`src/rtl/aclk_pkg.sv`:
```
package aclk_pkg;

    typedef enum logic [2:0] {
        SPD_NORMAL = 3'd0,
        SPD_DOUBLE = 3'd1,
        SPD_QUAD   = 3'd2,
        SPD_OCTAL  = 3'd3,
        SPD_HEX    = 3'd4
    } speed_e;

    typedef enum logic [2:0] {
        RT_256  = 3'd0,
        RT_384  = 3'd1,
        RT_512  = 3'd2,
        RT_768  = 3'd3,
        RT_1152 = 3'd4
    } ratio_e;

    localparam int NUM_RATIOS = 5;

    typedef struct packed {
        logic   ok;
        ratio_e code;
    } ratio_res_t;

    function automatic int nominal_ratio(input int idx);
        case (idx)
            0:       return 256;
            1:       return 384;
            2:       return 512;
            3:       return 768;
            default: return 1152;
        endcase
    endfunction

    // Reserved field values fall back to normal speed
    function automatic speed_e field_to_speed(input logic [2:0] f);
        if (f <= 3'd4) return speed_e'(f);
        return SPD_NORMAL;
    endfunction

    function automatic speed_e classify_len(input int len, input int norm_min);
        if (len >= norm_min)     return SPD_NORMAL;
        if (len >= norm_min / 2) return SPD_DOUBLE;
        if (len >= norm_min / 4) return SPD_QUAD;
        if (len >= norm_min / 8) return SPD_OCTAL;
        return SPD_HEX;
    endfunction

    // 1152 is only legal on a long normal-speed frame
    function automatic ratio_res_t match_ratio(input int cnt, input speed_e cls,
                                               input logic long_frame, input int tol);
        ratio_res_t res;
        res.ok   = 1'b0;
        res.code = RT_256;
        for (int i = 0; i < NUM_RATIOS; i++) begin
            int d;
            d = cnt - nominal_ratio(i);
            if (d <= tol && d >= -tol) begin
                if (i != NUM_RATIOS - 1 || (cls == SPD_NORMAL && long_frame)) begin
                    res.ok   = 1'b1;
                    res.code = ratio_e'(i[2:0]);
                end
            end
        end
        return res;
    endfunction

endpackage

```
`src/rtl/clk_edge_det.sv`:
```
module clk_edge_det (
    input  logic clk,
    input  logic rst,
    input  logic async_i,
    output logic rise_o
);
    logic [2:0] pipe_q;

    always_ff @(posedge clk) begin
        if (rst) pipe_q <= '0;
        else     pipe_q <= {pipe_q[1:0], async_i};
    end

    assign rise_o = pipe_q[1] & ~pipe_q[2];
endmodule

```
`src/rtl/clk_presence.sv`:
```
module clk_presence #(
    parameter int WIN       = 200,
    parameter int MIN_EDGES = 4
) (
    input  logic clk,
    input  logic rst,
    input  logic rise_i,
    output logic present_o
);
    localparam int WCW = $clog2(WIN + 1);
    localparam int EW  = $clog2(MIN_EDGES + 1);

    logic [WCW-1:0] win_q;
    logic [EW-1:0]  edges_q;
    logic [EW:0]    edges_nx;

    assign edges_nx = {1'b0, edges_q} + {{EW{1'b0}}, rise_i};

    always_ff @(posedge clk) begin
        if (rst) begin
            win_q     <= '0;
            edges_q   <= '0;
            present_o <= 1'b0;
        end else if (win_q == WCW'(WIN - 1)) begin
            win_q     <= '0;
            edges_q   <= '0;
            present_o <= edges_nx >= (EW+1)'(MIN_EDGES);
        end else begin
            win_q <= win_q + 1'b1;
            if (rise_i && edges_q != EW'(MIN_EDGES)) edges_q <= edges_q + 1'b1;
        end
    end
endmodule

```
`src/rtl/ratio_meter.sv`:
```
module ratio_meter
    import aclk_pkg::*;
#(
    parameter int CNT_W          = 12,
    parameter int LEN_W          = 16,
    parameter int NORM_FRAME_MIN = 3100,
    parameter int FS32_FRAME_MIN = 5400,
    parameter int RATIO_TOL      = 2
) (
    input  logic   clk,
    input  logic   rst,
    input  logic   enable,
    input  logic   mrise,
    input  logic   frise,
    output ratio_e code_o,
    output speed_e spd_o,
    output logic   bad_o
);
    logic [CNT_W-1:0] mcnt_q;
    logic [LEN_W-1:0] flen_q;
    logic             prev_ok_q;
    ratio_e           prev_code_q;
    speed_e           prev_spd_q;
    speed_e           cls;
    ratio_res_t       res;

    always_comb begin
        cls = classify_len(int'(flen_q), NORM_FRAME_MIN);
        res = match_ratio(int'(mcnt_q), cls, int'(flen_q) >= FS32_FRAME_MIN, RATIO_TOL);
    end

    always_ff @(posedge clk) begin
        if (rst) begin
            mcnt_q      <= '0;
            flen_q      <= '0;
            prev_ok_q   <= 1'b0;
            prev_code_q <= RT_256;
            prev_spd_q  <= SPD_NORMAL;
            code_o      <= RT_256;
            spd_o       <= SPD_NORMAL;
            bad_o       <= 1'b0;
        end else begin
            if (frise) begin
                mcnt_q <= {{(CNT_W-1){1'b0}}, mrise};
                flen_q <= {{(LEN_W-1){1'b0}}, 1'b1};
            end else begin
                if (mrise && mcnt_q != '1) mcnt_q <= mcnt_q + 1'b1;
                if (flen_q != '1)          flen_q <= flen_q + 1'b1;
            end

            if (!enable) begin
                prev_ok_q <= 1'b0;
                bad_o     <= 1'b0;
            end else if (frise) begin
                prev_ok_q   <= res.ok;
                prev_code_q <= res.code;
                prev_spd_q  <= cls;
                if (res.ok && prev_ok_q && res.code == prev_code_q && cls == prev_spd_q) begin
                    code_o <= res.code;
                    spd_o  <= cls;
                    bad_o  <= 1'b0;
                end else begin
                    bad_o  <= 1'b1;
                end
            end
        end
    end
endmodule

```
`src/rtl/aclk_supervisor.sv`:
```
module aclk_supervisor
    import aclk_pkg::*;
#(
    parameter int STOP_CYC       = 200,
    parameter int BCLK_WIN       = 2000,
    parameter int FRAME_WIN      = 32768,
    parameter int MIN_EDGES      = 4,
    parameter int NORM_FRAME_MIN = 3100,
    parameter int FS32_FRAME_MIN = 5400,
    parameter int RATIO_TOL      = 2,
    parameter int CNT_W          = 12
) (
    input  logic       clk,
    input  logic       rst,
    input  logic       mclk,
    input  logic       bclk,
    input  logic       fclk,
    input  logic       chip_en,
    input  logic       auto_sel,
    input  logic       pin_mode,
    input  logic [2:0] speed_field,
    output logic       dp_pwrdn,
    output logic       out_hiz,
    output logic       mclk_lost,
    output logic       auto_active,
    output logic [2:0] speed_class,
    output logic [2:0] ratio_code,
    output logic       ratio_bad
);
    localparam int NCLK  = 3;
    localparam int SW    = $clog2(STOP_CYC + 1);
    localparam int LEN_W = $clog2(FS32_FRAME_MIN) + 2;

    logic [NCLK-1:0] raw_clk;
    logic [NCLK-1:0] rise;
    logic [NCLK-1:0] present;
    logic [SW-1:0]   stop_q;
    logic            lost_q;
    logic            started_q;
    logic            pwrdn_q;
    logic            en_d_q;
    logic            auto_q;
    speed_e          speed_q;
    ratio_e          meter_code;
    speed_e          meter_spd;
    logic            meter_bad;

    assign raw_clk = {fclk, bclk, mclk};

    for (genvar g = 0; g < NCLK; g++) begin : g_clk
        localparam int WIN_G = (g == 0) ? STOP_CYC : ((g == 1) ? BCLK_WIN : FRAME_WIN);
        clk_edge_det u_sync (
            .clk     (clk),
            .rst     (rst),
            .async_i (raw_clk[g]),
            .rise_o  (rise[g])
        );
        clk_presence #(.WIN(WIN_G), .MIN_EDGES(MIN_EDGES)) u_pres (
            .clk       (clk),
            .rst       (rst),
            .rise_i    (rise[g]),
            .present_o (present[g])
        );
    end

    // Master-clock stop timer
    always_ff @(posedge clk) begin
        if (rst || !chip_en) begin
            stop_q <= '0;
            lost_q <= 1'b0;
        end else if (rise[0]) begin
            stop_q <= '0;
            lost_q <= 1'b0;
        end else if (stop_q == SW'(STOP_CYC - 1)) begin
            lost_q <= 1'b1;
        end else begin
            stop_q <= stop_q + 1'b1;
        end
    end

    always_ff @(posedge clk) begin
        if (rst) begin
            started_q <= 1'b0;
            pwrdn_q   <= 1'b1;
            en_d_q    <= 1'b0;
            auto_q    <= 1'b0;
            speed_q   <= SPD_NORMAL;
        end else begin
            if (&present) started_q <= 1'b1;
            pwrdn_q <= !chip_en || !started_q || lost_q;
            en_d_q  <= chip_en;
            auto_q  <= chip_en && en_d_q && auto_sel;
            if (auto_q)        speed_q <= meter_spd;
            else if (pin_mode) speed_q <= SPD_NORMAL;
            else               speed_q <= field_to_speed(speed_field);
        end
    end

    ratio_meter #(
        .CNT_W          (CNT_W),
        .LEN_W          (LEN_W),
        .NORM_FRAME_MIN (NORM_FRAME_MIN),
        .FS32_FRAME_MIN (FS32_FRAME_MIN),
        .RATIO_TOL      (RATIO_TOL)
    ) u_meter (
        .clk    (clk),
        .rst    (rst),
        .enable (auto_q),
        .mrise  (rise[0]),
        .frise  (rise[2]),
        .code_o (meter_code),
        .spd_o  (meter_spd),
        .bad_o  (meter_bad)
    );

    assign dp_pwrdn    = pwrdn_q;
    assign out_hiz     = pwrdn_q;
    assign mclk_lost   = lost_q;
    assign auto_active = auto_q;
    assign speed_class = speed_q;
    assign ratio_code  = meter_code;
    assign ratio_bad   = meter_bad;
endmodule

```
`config.mk`:
```
export PLATFORM = sky130hd
export DESIGN_NAME = aclk_supervisor
export DESIGN_NICKNAME = d
export VERILOG_FILES = /design/src/rtl/aclk_pkg.sv /design/src/rtl/clk_edge_det.sv /design/src/rtl/clk_presence.sv /design/src/rtl/ratio_meter.sv /design/src/rtl/aclk_supervisor.sv
export SDC_FILE = /design/constraint.sdc
export NUM_CORES = 1
export LEC_CHECK = 0
export CAP_MARGIN = 40
export CORE_MARGIN = 1.5
export CORE_UTILIZATION = 60
export CTS_BUF_LIST = sky130_fd_sc_hd__clkbuf_4
export CTS_CLUSTER_DIAMETER = 120
export DETAILED_ROUTE_END_ITERATION = 16
export DONT_BUFFER_PORTS = 1
export GPL_TIMING_DRIVEN = 0
export PLACE_DENSITY = 0.79
export SLEW_MARGIN = 40
export SYNTH_ARGS = -nofsm -noshare
export SYNTH_HDL_FRONTEND = slang
export SYNTH_SLANG_ARGS = --single-unit
```
`constraint.sdc`:
```
create_clock -name clk -period 3 [get_ports clk]
set_input_delay 0.6 -clock clk [delete_from_list [all_inputs] [get_ports clk]]
set_output_delay 0.6 -clock clk [all_outputs]
set_load 0.02 [all_outputs]
```
==> results.md, run 1 <==
- Run status: completed
- Clock latency on the worst-skew pair: approximately 0.52 ns
- Least setup slack across all paths after layout: around 0.068 ns
- Antenna violations before repair: 0
- Largest cells by area after synthesis: sky130_fd_sc_hd__dfxtp_1 40%, sky130_fd_sc_hd__nor2_1 7.6%, sky130_fd_sc_hd__ha_1 6.8%
- Clock sink total: ~110
- Clock tree from TritonCTS: done
- Number of buffer cells added on primary ports: 0
- Count of final hold-check violations: 0
- Vias per cell: between 5 and 6
- Syn-to-layout area delta: 11.2%
- Power consumption: 2.64 mW
- Worst-path maximum fanout: 6
- Register area: between 2000 and 2500 sq um
- Yosys Warn Count: 0
- Post-DR wirelength/cell: about 15 um
- DP Wirelength: 8360 um
- DRC violations left: 0
- Transition time at the pin with the least slew margin: approximately 0.66 ns
- Max rail drop VDD: ~0.27 mV
- FFs w/ async S/R, synth: 0%
- Number of diodes: 0
- Power density over cell area: around 420 nW/um^2
- Clock Tree Buf Depth: 2
- Clock root buffer: sky130_fd_sc_hd__clkbuf_4
- Sequential element share of the synthesized area: 39.9%
- Max-Cap Viols: 0
- Critical path required time: 3.40 ns
- Total GRT Usage: about 25%
- First-pass GRT wire length: ~20,000 um
- Die Span X: 100 um
- DR vias: between 4,000 and 5,000
- Most frequent standard cell in the layout excluding fill and tap cells: sky130_fd_sc_hd__nor2_1
- Share of final-layout standard cells stronger than drive strength 1: between 10% and 20%
- Combined area of all synthesized cells: between 5000 and 6000 sq um
- Filler cells: roughly 700
- Area leader, netlist: sky130_fd_sc_hd__dfxtp_1
- Via count of the first global-routing pass: between 4,000 and 5,000
- Post-synthesis cell type count: 55
- Clock-pin slew of the registers on the worst-case setup and hold paths: between 0.1 and 0.15 ns
- Detailed Route WL: roughly 12,000 um
- Mapped Nets: between 700 and 800
- Post-synthesis cell count: ~670
- Overall die area: about 10,000 sq um
- FF+latch count, synth: 113
- Number of ports placed on the die boundary: 22
- Final-stage net count: ~750
- Number of search-and-repair iterations in the first detailed-routing pass: 7
- Number of enable flip-flop cells after synthesis: 0
- H-tree depth reported by CTS: 4
- Maximum clock frequency: between 300 and 400 MHz
- Fraction of synthesized cell area taken by the top area cell type: between 30% and 40%
- Worst-case clock skew: roughly 0.021 ns
- Core Region: slightly above 9000 sq um
- Number of CTS-inserted buffers: 17
- Crit path arrival time: 3.33 ns
- Die Y-Extent: 100 um
- Startpoint type of the worst setup path: flop
- Worst min path class: input port to flop
- Antenna violation net count after detailed routing: 0
- Setup Crit Path Kind: flop to flop
- Kind of end point of the critical path: flop
- Slew headroom: between 50% and 60%
- Setup slack of the most critical reg-to-reg path: approximately 0.068 ns
- Final weighted congestion in routability-driven placement: between 0.9 and 1
- Placement row count: 35
- Final slew viol count: 0
- Pin count of the biggest net entering global routing: 17
- Remaining Overflow, GRT: 0
- Top library cells by usage in the layout, fill and taps aside: 113 x sky130_fd_sc_hd__nor2_1, 109 x sky130_fd_sc_hd__dfxtp_1, 48 x sky130_fd_sc_hd__nand2_1, 34 x sky130_fd_sc_hd__nand3_1, 33 x sky130_fd_sc_hd__a21oi_1
- Tcrit/Tclk final: 97.7%
- Number of design-rule violations left by the first detailed-router iteration: 240
- Mean cell area of the mapped netlist: approximately 8.4 sq um
- Starting Density: 61.6%
- Setup violators final: 0
- Final critical-path required period: a little under 3 ns
- Multi-input gate area in the final layout: between 3000 and 4000 sq um
- Lkg Pwr: 2.36 nW
- Flip-flop cell with the highest count after synthesis: sky130_fd_sc_hd__dfxtp_1
- Setup Slack @ Placement: -0.354 ns
==> sequential cells by signal, summed over array words and instances (netlist names) <==
| name | cells |
|---|---|
| u_meter.prev_ok_q | 1 |
| u_meter.flen_q | 15 |
| started_q | 1 |
| dp_pwrdn | 1 |
| g_clk.u_sync.pipe_q | 9 |
| en_d_q | 1 |
| u_meter.prev_code_q | 3 |
| mclk_lost | 1 |
| g_clk.u_pres.edges_q | 9 |
| u_meter.spd_o | 3 |
| speed_class | 3 |
| u_meter.mcnt_q | 12 |
| u_meter.bad_o | 1 |
| u_meter.code_o | 3 |
| stop_q | 8 |
| g_clk.u_pres.present_o | 3 |
| auto_active | 1 |
| g_clk.u_pres.win_q | 35 |
| u_meter.prev_spd_q | 3 |
==> per-layer routing <==
layer / global-route usage, % / wire length [um] / part of all wire, % / vias up
li1: - / - / - / 2383
met5: 0 / 0 / 0 / -
met2: 42.9 / 5930 / 49 / 108
met4: 8.78 / 242 / 2.0 / 0
met1: 31.3 / 5310 / 44 / 2232
met3: 6.96 / 583 / 4.8 / 34
==> layout make-up <==
| type | count | share of cell area [%] |
|---|---|---|
| Inverter | 24 | 1.55 |
| Multi-Input combinational cell | 507 | 52.5 |
| Timing Repair Buffer | 15 | 1.79 |
| Sequential cell | 113 | 36.1 |
| Clock buffer | 17 | 2.03 |
| Clock inverter | 15 | 1.77 |
| Buffer | 29 | 2.13 |
| Tap cell | 111 | 2.20 |
==> path summary, 6_finish.rpt <==
path | startpoint | end | depth (start not counted)
hold / removal | mclk | g_clk[0].u_sync.pipe_q[0] | 1
setup reg to reg | u_meter.mcnt_q[9] | u_meter.code_o[1] | 11
setup / recovery | u_meter.mcnt_q[9] | u_meter.code_o[1] | 11
hold reg to reg | g_clk[0].u_pres.win_q[0] | g_clk[0].u_pres.win_q[0] | 1
==> worst max-delay path: stages (launching register included) <==
cell and delay, ns:
sky130_fd_sc_hd__dfxtp_4 0.39, sky130_fd_sc_hd__clkinvlp_4 0.18, sky130_fd_sc_hd__buf_4 0.19, sky130_fd_sc_hd__ha_1 0.29, sky130_fd_sc_hd__and2_1 0.17, sky130_fd_sc_hd__a32o_1 0.22
sky130_fd_sc_hd__a32oi_2 0.28, sky130_fd_sc_hd__nand2_1 0.16, sky130_fd_sc_hd__o21a_1 0.24, sky130_fd_sc_hd__mux2i_4 0.20, sky130_fd_sc_hd__nand4_4 0.18, sky130_fd_sc_hd__mux2_2 0.31
==> synth_stat cells, types with 2 or more instances <==
master and count:
sky130_fd_sc_hd__o211ai_1 2, sky130_fd_sc_hd__nand3_1 34, sky130_fd_sc_hd__and3_1 14, sky130_fd_sc_hd__ha_1 31, sky130_fd_sc_hd__nor3b_1 3, sky130_fd_sc_hd__buf_1 2, sky130_fd_sc_hd__a31oi_1 15, sky130_fd_sc_hd__a21boi_0 3
sky130_fd_sc_hd__o211a_1 3, sky130_fd_sc_hd__a32oi_1 3, sky130_fd_sc_hd__nand2b_1 8, sky130_fd_sc_hd__dfxtp_1 113, sky130_fd_sc_hd__nor3_1 15, sky130_fd_sc_hd__buf_4 2, sky130_fd_sc_hd__mux2i_1 4, sky130_fd_sc_hd__clkbuf_1 21
sky130_fd_sc_hd__nor2_1 114, sky130_fd_sc_hd__and4b_1 2, sky130_fd_sc_hd__and4_1 3, sky130_fd_sc_hd__xnor2_1 29, sky130_fd_sc_hd__a21oi_1 33, sky130_fd_sc_hd__nand4_1 10, sky130_fd_sc_hd__inv_1 24, sky130_fd_sc_hd__a41oi_1 2
sky130_fd_sc_hd__and2_1 3, sky130_fd_sc_hd__nor4_1 6, sky130_fd_sc_hd__a311oi_1 2, sky130_fd_sc_hd__o21ai_0 16, sky130_fd_sc_hd__nand2_1 48, sky130_fd_sc_hd__o21a_1 2, sky130_fd_sc_hd__or2_2 6, sky130_fd_sc_hd__or3_1 10
sky130_fd_sc_hd__nor4b_1 4, sky130_fd_sc_hd__xor2_1 30, sky130_fd_sc_hd__buf_2 3, sky130_fd_sc_hd__nor2b_1 23, sky130_fd_sc_hd__a211oi_1 6, sky130_fd_sc_hd__mux2_2 7
==> where the power goes <==
part | total, mW | internal [mW] | switching, mW
combinational | 0.112 | 0.0406 | 0.0711
clock | 0.975 | 0.331 | 0.644
sequential | 1.55 | 1.52 | 0.0252
total | 2.64 | 1.90 | 0.740
==> repair_timing <==
action,in CTS,in global routing
pin swaps,1,8
buffers inserted,8,7
resized for setup,14,19
cloned,0,0
endpoints found under the setup margin,7,6
endpoints found under the hold margin,0,0
hold buffers,0,0
==> cells by family (layout without fill, tap and decap cells) <==
kind of cell | after synthesis | in the layout | synth area share, %
flops | 113 | 113 | 39.9
simple gates | 311 | 311 | 27.3
xor+xnor | 59 | 59 | 9.12
buf+inv | 53 | 100 | 3.84
mux | 11 | 11 | 2.10
fa+ha+maj | 31 | 31 | 6.85
compound gates | 95 | 95 | 10.8
==> through the flow <==
stage | hold WS [ns] | utilization, % | cells | setup TNS (ns) | area [sq um]
6_report | 0.205 | 68.5 | 831 | 0 | 6300
5_1_grt | 0.178 | 68.5 | 831 | -0.0306 | 6300
3_5_place_dp | 0.429 | 63.2 | 784 | -2.09 | 5810
3_3_place_gp | 0.421 | 63.1 | 784 | -1.93 | 5800
4_1_cts | 0.180 | 67.0 | 824 | 0 | 6170
2_1_floorplan | 0.383 | - | 673 | 0 | 5660
Power figures use the tool's default switching activity.
==> run 2: changes to the inputs <==
- SYNTH_HIERARCHICAL: not set -> 1
==> results.md, run 2 <==
- Setup total negative slack: -0.0194 ns (-0.0194 ns)
- Multi-input gate area in the final layout: 3280 sq um (-0.87%)
- Clock sink total: 113 (unchanged)
- Startpoint type of the worst setup path: flop
- Crit path arrival time: 3.43 ns (+0.10 ns)
- DRC violations left: 0 (unchanged)
- Clock Tree Buf Depth: 2 (unchanged)
- Filler cells: 736 (+2.9%)
- Top cells by count, synth: 113 x sky130_fd_sc_hd__dfxtp_1, 88 x sky130_fd_sc_hd__nor2_1, 41 x sky130_fd_sc_hd__nand2_1
- H-tree depth reported by CTS: 4 (unchanged)
- Overall die area: 10,000 sq um (-0.15%)
- Switching power share of the total: 26.1% (-1.9 points)
- Flip-flop cell with the highest count after synthesis: sky130_fd_sc_hd__dfxtp_1
- Sequential Power Share: 57.9% (-0.9 points)
- Register ranked first by flip-flop count: g_clk.u_pres/win_q
- Starting Density: 61.5% (-0.095 points)
- DR vias: 4,678 (-1.7%)
- Clock latency on the worst-skew pair: 0.52 ns (about the same)
- Core Region: 9200 sq um (unchanged)
- Internal power contribution: 1.98 mW (+4.5%)
- Sequential element share of the synthesized area: 40.0% (+0.062 points)
- Final slew viol count: 0 (unchanged)
- Total GRT Usage: 24.3% (-1.1 points)
- Most frequent standard cell in the layout excluding fill and tap cells: sky130_fd_sc_hd__dfxtp_1
- Setup Crit Path Kind: flop to flop
- Worst min path class: input port to flop
- Power consumption: 2.68 mW (+1.8%)
- Least setup slack across all paths after layout: -0.0118 ns (-0.0796 ns)
- Top library cells by usage in the layout, fill and taps aside: 109 x sky130_fd_sc_hd__dfxtp_1, 88 x sky130_fd_sc_hd__nor2_1, 41 x sky130_fd_sc_hd__nand2_1, 32 x sky130_fd_sc_hd__a21oi_1, 27 x sky130_fd_sc_hd__inv_1
- Register area: 2270 sq um (unchanged)
- Post-synthesis cell count: 643 (-4.5%)
- Final-stage net count: 702 (-6.3%)
- Lkg Pwr: 2.23 nW (-5.4%)
- Setup violators final: 2 (+2)
- Remaining Overflow, GRT: 0 (unchanged)
- Share of total power in combinational logic: 3.9% (-0.3 points)
- Fraction of synthesized cell area taken by the top area cell type: 40.0% (+0.062 points)
- Share of final-layout standard cells stronger than drive strength 1: 14.3% (+0.97 points)
- Power density over cell area: 430 nW/um^2 (+2.8%)
- Mean cell area of the mapped netlist: 8.79 sq um (+4.5%)
- Antenna violation net count after detailed routing: 0 (unchanged)
- Final weighted congestion in routability-driven placement: 0.853 (-6.9%)
- Syn-to-layout area delta: 10.3%
- Mapped Nets: 673 (-5.9%)
- Die Span X: 100 um (about the same)
- Count of final hold-check violations: 0 (unchanged)
- Placement row count: 35 (unchanged)
- Number of ports placed on the die boundary: 22 (unchanged)
- Clock tree from TritonCTS: done
- Most used standard cell by instance count after synthesis: sky130_fd_sc_hd__dfxtp_1
- Post-synthesis cell type count: 77 (+40%)
- Flip-flop count of the largest register after layout: 35 (unchanged)
- DP Wirelength: 7950 um (-5.0%)
- Post-layout utilization of the core: 67.8% (-0.69 points)
- Post-DR wirelength/cell: 14.6 um (+0.86%)
- Max rail drop VDD: 0.481 mV (+76%)
- Antenna violations before repair: 0 (unchanged)
- Transition time at the pin with the least slew margin: 0.701 ns (+0.0431 ns)
- Max-Cap Viols: 0 (unchanged)
- Final critical-path required period: 3.01 ns (+0.0796 ns)
- Hold-fix buffer count after cts: 0 (unchanged)
- Tcrit/Tclk final: 100% (+2.7 points)
- Maximum clock frequency: 332 MHz (-2.6%)
- Pin count of the biggest net entering global routing: 39 (+22)
- Number of enable flip-flop cells after synthesis: 0 (unchanged)
- Vias per cell: 5.88 (+2.7%)
- Total net switching power: 0.701 mW (-5.3%)
- Unrepaired setup endpoints after global routing: yes
- Number of design-rule violations left by the first detailed-router iteration: 177 (-26%)
- Worst-path maximum fanout: 3 (-3)
- Largest cells by area after synthesis: sky130_fd_sc_hd__dfxtp_1 40%, sky130_fd_sc_hd__nor2_1 5.8%, sky130_fd_sc_hd__ha_1 4.2%
- Run status: finished, violations left
- Area leader, netlist: sky130_fd_sc_hd__dfxtp_1
- Clock-pin slew of the registers on the worst-case setup and hold paths: 0.11 ns (about the same)
- Critical path required time: 3.42 ns (+0.02 ns)
- Number of CTS-inserted buffers: 17 (unchanged)
- Number of diodes: 0 (unchanged)
- Fraction of power consumed by the clock network: 38.2% (+1.2 points)
- Failing checks: negative setup slack
- Slew headroom: 53.2% (-2.8 points)
- Via count of the first global-routing pass: 4,429 (-2.1%)
- Kind of end point of the critical path: flop
- FF+latch count, synth: 113 (unchanged)
- Registers with the most flip-flops: g_clk.u_pres/win_q: 35 flops, u_meter/flen_q: 15 flops, u_meter/mcnt_q: 12 flops
- Detailed Route WL: 11,700 um (-3.4%)
- First-pass GRT wire length: 19,600 um (-4.1%)
- Number of buffer cells added on primary ports: 0 (unchanged)
- FFs w/ async S/R, synth: 0% (unchanged)
- Clock root buffer: sky130_fd_sc_hd__clkbuf_4
- Yosys Warn Count: 6 (+6)
- Die Y-Extent: 100 um (about the same)
- Combined area of all synthesized cells: 5650 sq um (-0.15%)
- Worst-case clock skew: 0.0197 ns (-0.00120 ns)
- Number of search-and-repair iterations in the first detailed-routing pass: 6 (-1)
- Hold_ws: 0.141 ns (-0.0643 ns)
## run 2: cell types whose count changed in the layout (fill, tap and decap cells not counted), moves of 7 or more
cell / previous run / this run
sky130_fd_sc_hd__clkbuf_1: 20 / 8
sky130_fd_sc_hd__ha_1: 27 / 17
sky130_fd_sc_hd__nand2_1: 48 / 41
sky130_fd_sc_hd__nand3_1: 34 / 25
sky130_fd_sc_hd__nand4_1: 10 / 20
sky130_fd_sc_hd__nor2_1: 113 / 88
sky130_fd_sc_hd__xor2_1: 30 / 23
## run 2: what timing repair did
action / in CTS / in global routing
hold endpoints to repair: 0 / 0
cloned: 0 / 0
pin swaps: 6 / 5
resized for setup: 15 / 10
buffers inserted: 5 / 6
setup endpoints to repair: 6 / 13
## run 2: final timing paths
| check | from | to | slack (ns) | depth (start not counted) |
|---|---|---|---|---|
| setup reg to reg | u_meter/mcnt_q[3] | u_meter/code_o[0] | -0.01 | 9 |
| hold / removal | rst | g_clk[1].u_sync/pipe_q[2] | 0.14 | 1 |
| hold reg to reg | g_clk[2].u_sync/pipe_q[0] | g_clk[2].u_sync/pipe_q[1] | 0.45 | 1 |
| setup / recovery | u_meter/mcnt_q[3] | u_meter/code_o[0] | -0.01 | 9 |
## run 2: cell type report
| cell class | count | area share, % |
|---|---|---|
| inverters | 27 | 1.63 |
| multi-input cells | 482 | 52.5 |
| plain buffers | 20 | 1.83 |
| flip-flops and latches | 113 | 36.4 |
| clock buffers | 18 | 2.17 |
| repair buffers | 11 | 1.32 |
| clock inverters | 14 | 1.85 |
| well taps | 111 | 2.23 |
## run 2: per-layer routing
layer,part of all wire [%],GRT usage (%),vias to the layer above
li1,-,-,2363
met1,46,29.2,2217
met2,49,41.5,75
met3,3.1,6.75,23
met4,1.7,9.21,0
met5,0,0,-
## run 2: power groups by stage
stage | clock, mW | sequential [mW] | combinational [mW]
2_1_floorplan | 0 | 1.58 | 0.0835
3_3_place_gp | 0 | 1.59 | 0.0976
3_5_place_dp | 0 | 1.59 | 0.103
4_1_cts | 1.06 | 1.55 | 0.105
5_1_grt | 1.12 | 1.56 | 0.119
6_report | 1.03 | 1.55 | 0.104
## run 2: logic make-up after synthesis
group / synth area share [%]
multiplexers: 1.75
XOR/XNOR: 7.59
AO/OA/AOI/OAI: 13.4
flip-flops: 40.0
buffers and inverters: 3.81
AND/OR/NAND/NOR: 29.2
adder cells (fa/ha/maj): 4.20
## run 2: stage by stage
stage          area [sq um]  worst slack (ns)  instances
2_1_floorplan          5650           0.00487        643
3_3_place_gp           5790            -0.456        754
3_5_place_dp           5790            -0.408        754
4_1_cts                6150          -0.00598        791
5_1_grt                6240            -0.109        796
6_report               6240           -0.0118        796
## run 2: worst max-delay path, stage by stage, from the launching register on
cell                       delay, ns
sky130_fd_sc_hd__dfxtp_4        0.36
sky130_fd_sc_hd__or4_4          0.54
sky130_fd_sc_hd__or4b_4         0.53
sky130_fd_sc_hd__o31a_1         0.27
sky130_fd_sc_hd__o21ai_1        0.13
sky130_fd_sc_hd__o31a_1         0.17
sky130_fd_sc_hd__o211ai_2       0.12
sky130_fd_sc_hd__nor4_4         0.29
sky130_fd_sc_hd__buf_4          0.18
sky130_fd_sc_hd__mux2_2         0.33
==> run 3: changes to the inputs <==
==> constraint.sdc (replaced) <==
create_clock -name clk -period 3 [get_ports clk]
set_input_delay 0.45 -clock clk [delete_from_list [all_inputs] [get_ports clk]]
set_output_delay 0.45 -clock clk [all_outputs]
set_load 0.02 [all_outputs]
==> results.md, run 3 (synthesis gave the netlist of run 2 again) <==
- Filler cells: 736 (unchanged)
- Placement row count: 35 (unchanged)
- Kind of end point of the critical path: flop
- Top library cells by usage in the layout, fill and taps aside: 109 x sky130_fd_sc_hd__dfxtp_1, 88 x sky130_fd_sc_hd__nor2_1, 41 x sky130_fd_sc_hd__nand2_1, 32 x sky130_fd_sc_hd__a21oi_1, 27 x sky130_fd_sc_hd__inv_1
- Vias per cell: 5.88 (about the same)
- Worst-path maximum fanout: 3 (unchanged)
- Detailed Route WL: 11,800 um (+1.4%)
- First-pass GRT wire length: 19,800 um (+1.1%)
- H-tree depth reported by CTS: 4 (unchanged)
- Die Y-Extent: 100 um (unchanged)
- Clock root buffer: sky130_fd_sc_hd__clkbuf_4
- Power density over cell area: 431 nW/um^2 (+0.19%)
- Via count of the first global-routing pass: 4,450 (+0.47%)
- Hold_ws: 0.0580 ns (-0.0825 ns)
- Clock sink total: 113 (unchanged)
- Max rail drop VDD: 0.481 mV (about the same)
- Lkg Pwr: 2.24 nW (+0.18%)
- Pin count of the biggest net entering global routing: 23 (-41%)
- Unrepaired setup endpoints after global routing: yes
- Crit path arrival time: 3.43 ns (about the same)
- Overall die area: 10,000 sq um (unchanged)
- Tcrit/Tclk final: 100% (about the same)
- Critical path required time: 3.42 ns (about the same)
- Most frequent CP cell: sky130_fd_sc_hd__o31a_1
- Remaining Overflow, GRT: 0 (unchanged)
- Final slew viol count: 0 (unchanged)
- Number of ports placed on the die boundary: 22 (unchanged)
- Maximum clock frequency: 332 MHz (about the same)
- Registers with the most flip-flops: g_clk.u_pres/win_q: 35 flops, u_meter/flen_q: 15 flops, u_meter/mcnt_q: 12 flops
- Setup violators final: 2 (unchanged)
- Number of diodes: 0 (unchanged)
- Max-Cap Viols: 0 (unchanged)
- Run status: finished, violations left
- Largest incremental delay on the critical path: 0.54 ns (about the same)
- Starting Density: 61.5% (unchanged)
- Antenna violations before repair: 0 (unchanged)
- Number of design-rule violations left by the first detailed-router iteration: 165 (-6.8%)
- Power consumption: 2.69 mW (+0.27%)
- Final-stage net count: 703 (+0.14%)
- DR vias: 4,683 (+0.11%)
- Clock tree from TritonCTS: done
- Number of CTS-inserted buffers: 17 (unchanged)
- Crit-path cells: or4_4 > or4b_4 > o31a_1 > o21ai_1 > o31a_1 > o211ai_2 > nor4_4 > buf_4 > mux2_2
- Cell with the biggest individual delay on the critical path: sky130_fd_sc_hd__or4_4
- Transition time at the pin with the least slew margin: 0.701 ns (+0.000207 ns)
- Most frequent standard cell in the layout excluding fill and tap cells: sky130_fd_sc_hd__dfxtp_1
- Flip-flop count of the largest register after layout: 35 (unchanged)
- Die Span X: 100 um (unchanged)
- Top Family by Delay on Critical Path: simple AND/OR/NAND/NOR gates
- DP Wirelength: 7950 um (unchanged)
- Worst-case clock skew: 0.0192 ns (-0.000440 ns)
- Number of buffer cells added on primary ports: 0 (unchanged)
- Syn-to-layout area delta: 10.4% (about the same)
- Post-DR wirelength/cell: 14.8 um (+1.3%)
- DRC violations left: 0 (unchanged)
- Worst min path class: input port to flop
- Post-layout utilization of the core: 67.9% (about the same)
- Number of buffer and inverter instances along the worst setup path: 1 (unchanged)
- Startpoint type of the worst setup path: flop
- Count of final hold-check violations: 0 (unchanged)
- Number of search-and-repair iterations in the first detailed-routing pass: 4 (-2)
- Final weighted congestion in routability-driven placement: 0.853 (unchanged)
- Clock-pin slew of the registers on the worst-case setup and hold paths: 0.11 ns (about the same)
- Final critical-path required period: 3.01 ns (+0.000239 ns)
- Slew headroom: 53.2% (about the same)
- Total GRT Usage: 24.7% (+0.33 points)
- Failing checks: negative setup slack
- Setup Crit Path Kind: flop to flop
- Clock latency on the worst-skew pair: 0.52 ns (about the same)
- Register ranked first by flip-flop count: g_clk.u_pres/win_q
- Antenna violation net count after detailed routing: 0 (unchanged)
- Clock Tree Buf Depth: 2 (unchanged)
- Least setup slack across all paths after layout: -0.0120 ns (-0.000239 ns)
- Share of final-layout standard cells stronger than drive strength 1: 14.4% (+0.12 points)
- Core Region: 9200 sq um (unchanged)
run 3: metal layers:
metal	vias to the layer above	wire length [um]	GRT usage (%)
li1	2366	-	-
met1	2211	5380	29.8
met2	86	5870	42.1
met3	20	399	6.69
met4	0	172	9.21
met5	-	0	0
run 3: path summary, 6_finish.rpt:
| path | from | to | slack (ns) | cells past startpoint |
|---|---|---|---|---|
| max | u_meter/mcnt_q[3] | u_meter/code_o[0] | -0.01 | 9 |
| min | bclk | g_clk[1].u_sync/pipe_q[0] | 0.06 | 1 |
| max reg2reg | u_meter/mcnt_q[3] | u_meter/code_o[0] | -0.01 | 9 |
| min reg2reg | g_clk[2].u_sync/pipe_q[0] | g_clk[2].u_sync/pipe_q[1] | 0.45 | 1 |
run 3: repair_timing:
| action | in CTS | in global routing |
|---|---|---|
| setup buffers | 5 | 6 |
| endpoints found under the setup margin | 6 | 13 |
| resized for setup | 15 | 10 |
| endpoints found under the hold margin | 22 | 0 |
| pin swaps | 6 | 5 |
| hold buffers | 1 | 0 |
run 3: worst reg2reg max path: stages, from the launching register on:
cell and delay [ns]:
sky130_fd_sc_hd__dfxtp_4 0.36, sky130_fd_sc_hd__or4_4 0.54, sky130_fd_sc_hd__or4b_4 0.53, sky130_fd_sc_hd__o31a_1 0.27, sky130_fd_sc_hd__o21ai_1 0.13, sky130_fd_sc_hd__o31a_1 0.17
sky130_fd_sc_hd__o211ai_2 0.12, sky130_fd_sc_hd__nor4_4 0.29, sky130_fd_sc_hd__buf_4 0.18, sky130_fd_sc_hd__mux2_2 0.33
run 3: area by class of cell:
class / instances / area [sq um] / area share (%)
Timing Repair Buffer: 12 / 87.6 / 1.40
Clock buffer: 18 / 135 / 2.17
Clock inverter: 14 / 115 / 1.84
Buffer: 20 / 114 / 1.82
Tap cell: 111 / 139 / 2.23
Inverter: 27 / 101 / 1.62
Multi-Input combinational cell: 482 / 3280 / 52.5
Sequential cell: 113 / 2270 / 36.4
run 3: report_power, final:
group	switching [mW]	internal, mW	leakage [nW]	total, mW
sequential	0.0283	1.52	0.918	1.55
combinational	0.0658	0.0443	1.19	0.110
clock	0.614	0.414	0.132	1.03
run 3: through the flow:
stage	std cells	setup TNS, ns	cell area, sq um	worst slack, ns
3_3_place_gp	754	-2.08	5790	-0.456
3_5_place_dp	754	-1.78	5790	-0.408
5_1_grt	797	-0.294	6240	-0.109
6_report	797	-0.0182	6240	-0.0120
4_1_cts	792	-0.00929	6160	-0.00598
2_1_floorplan	643	0	5650	0.00487
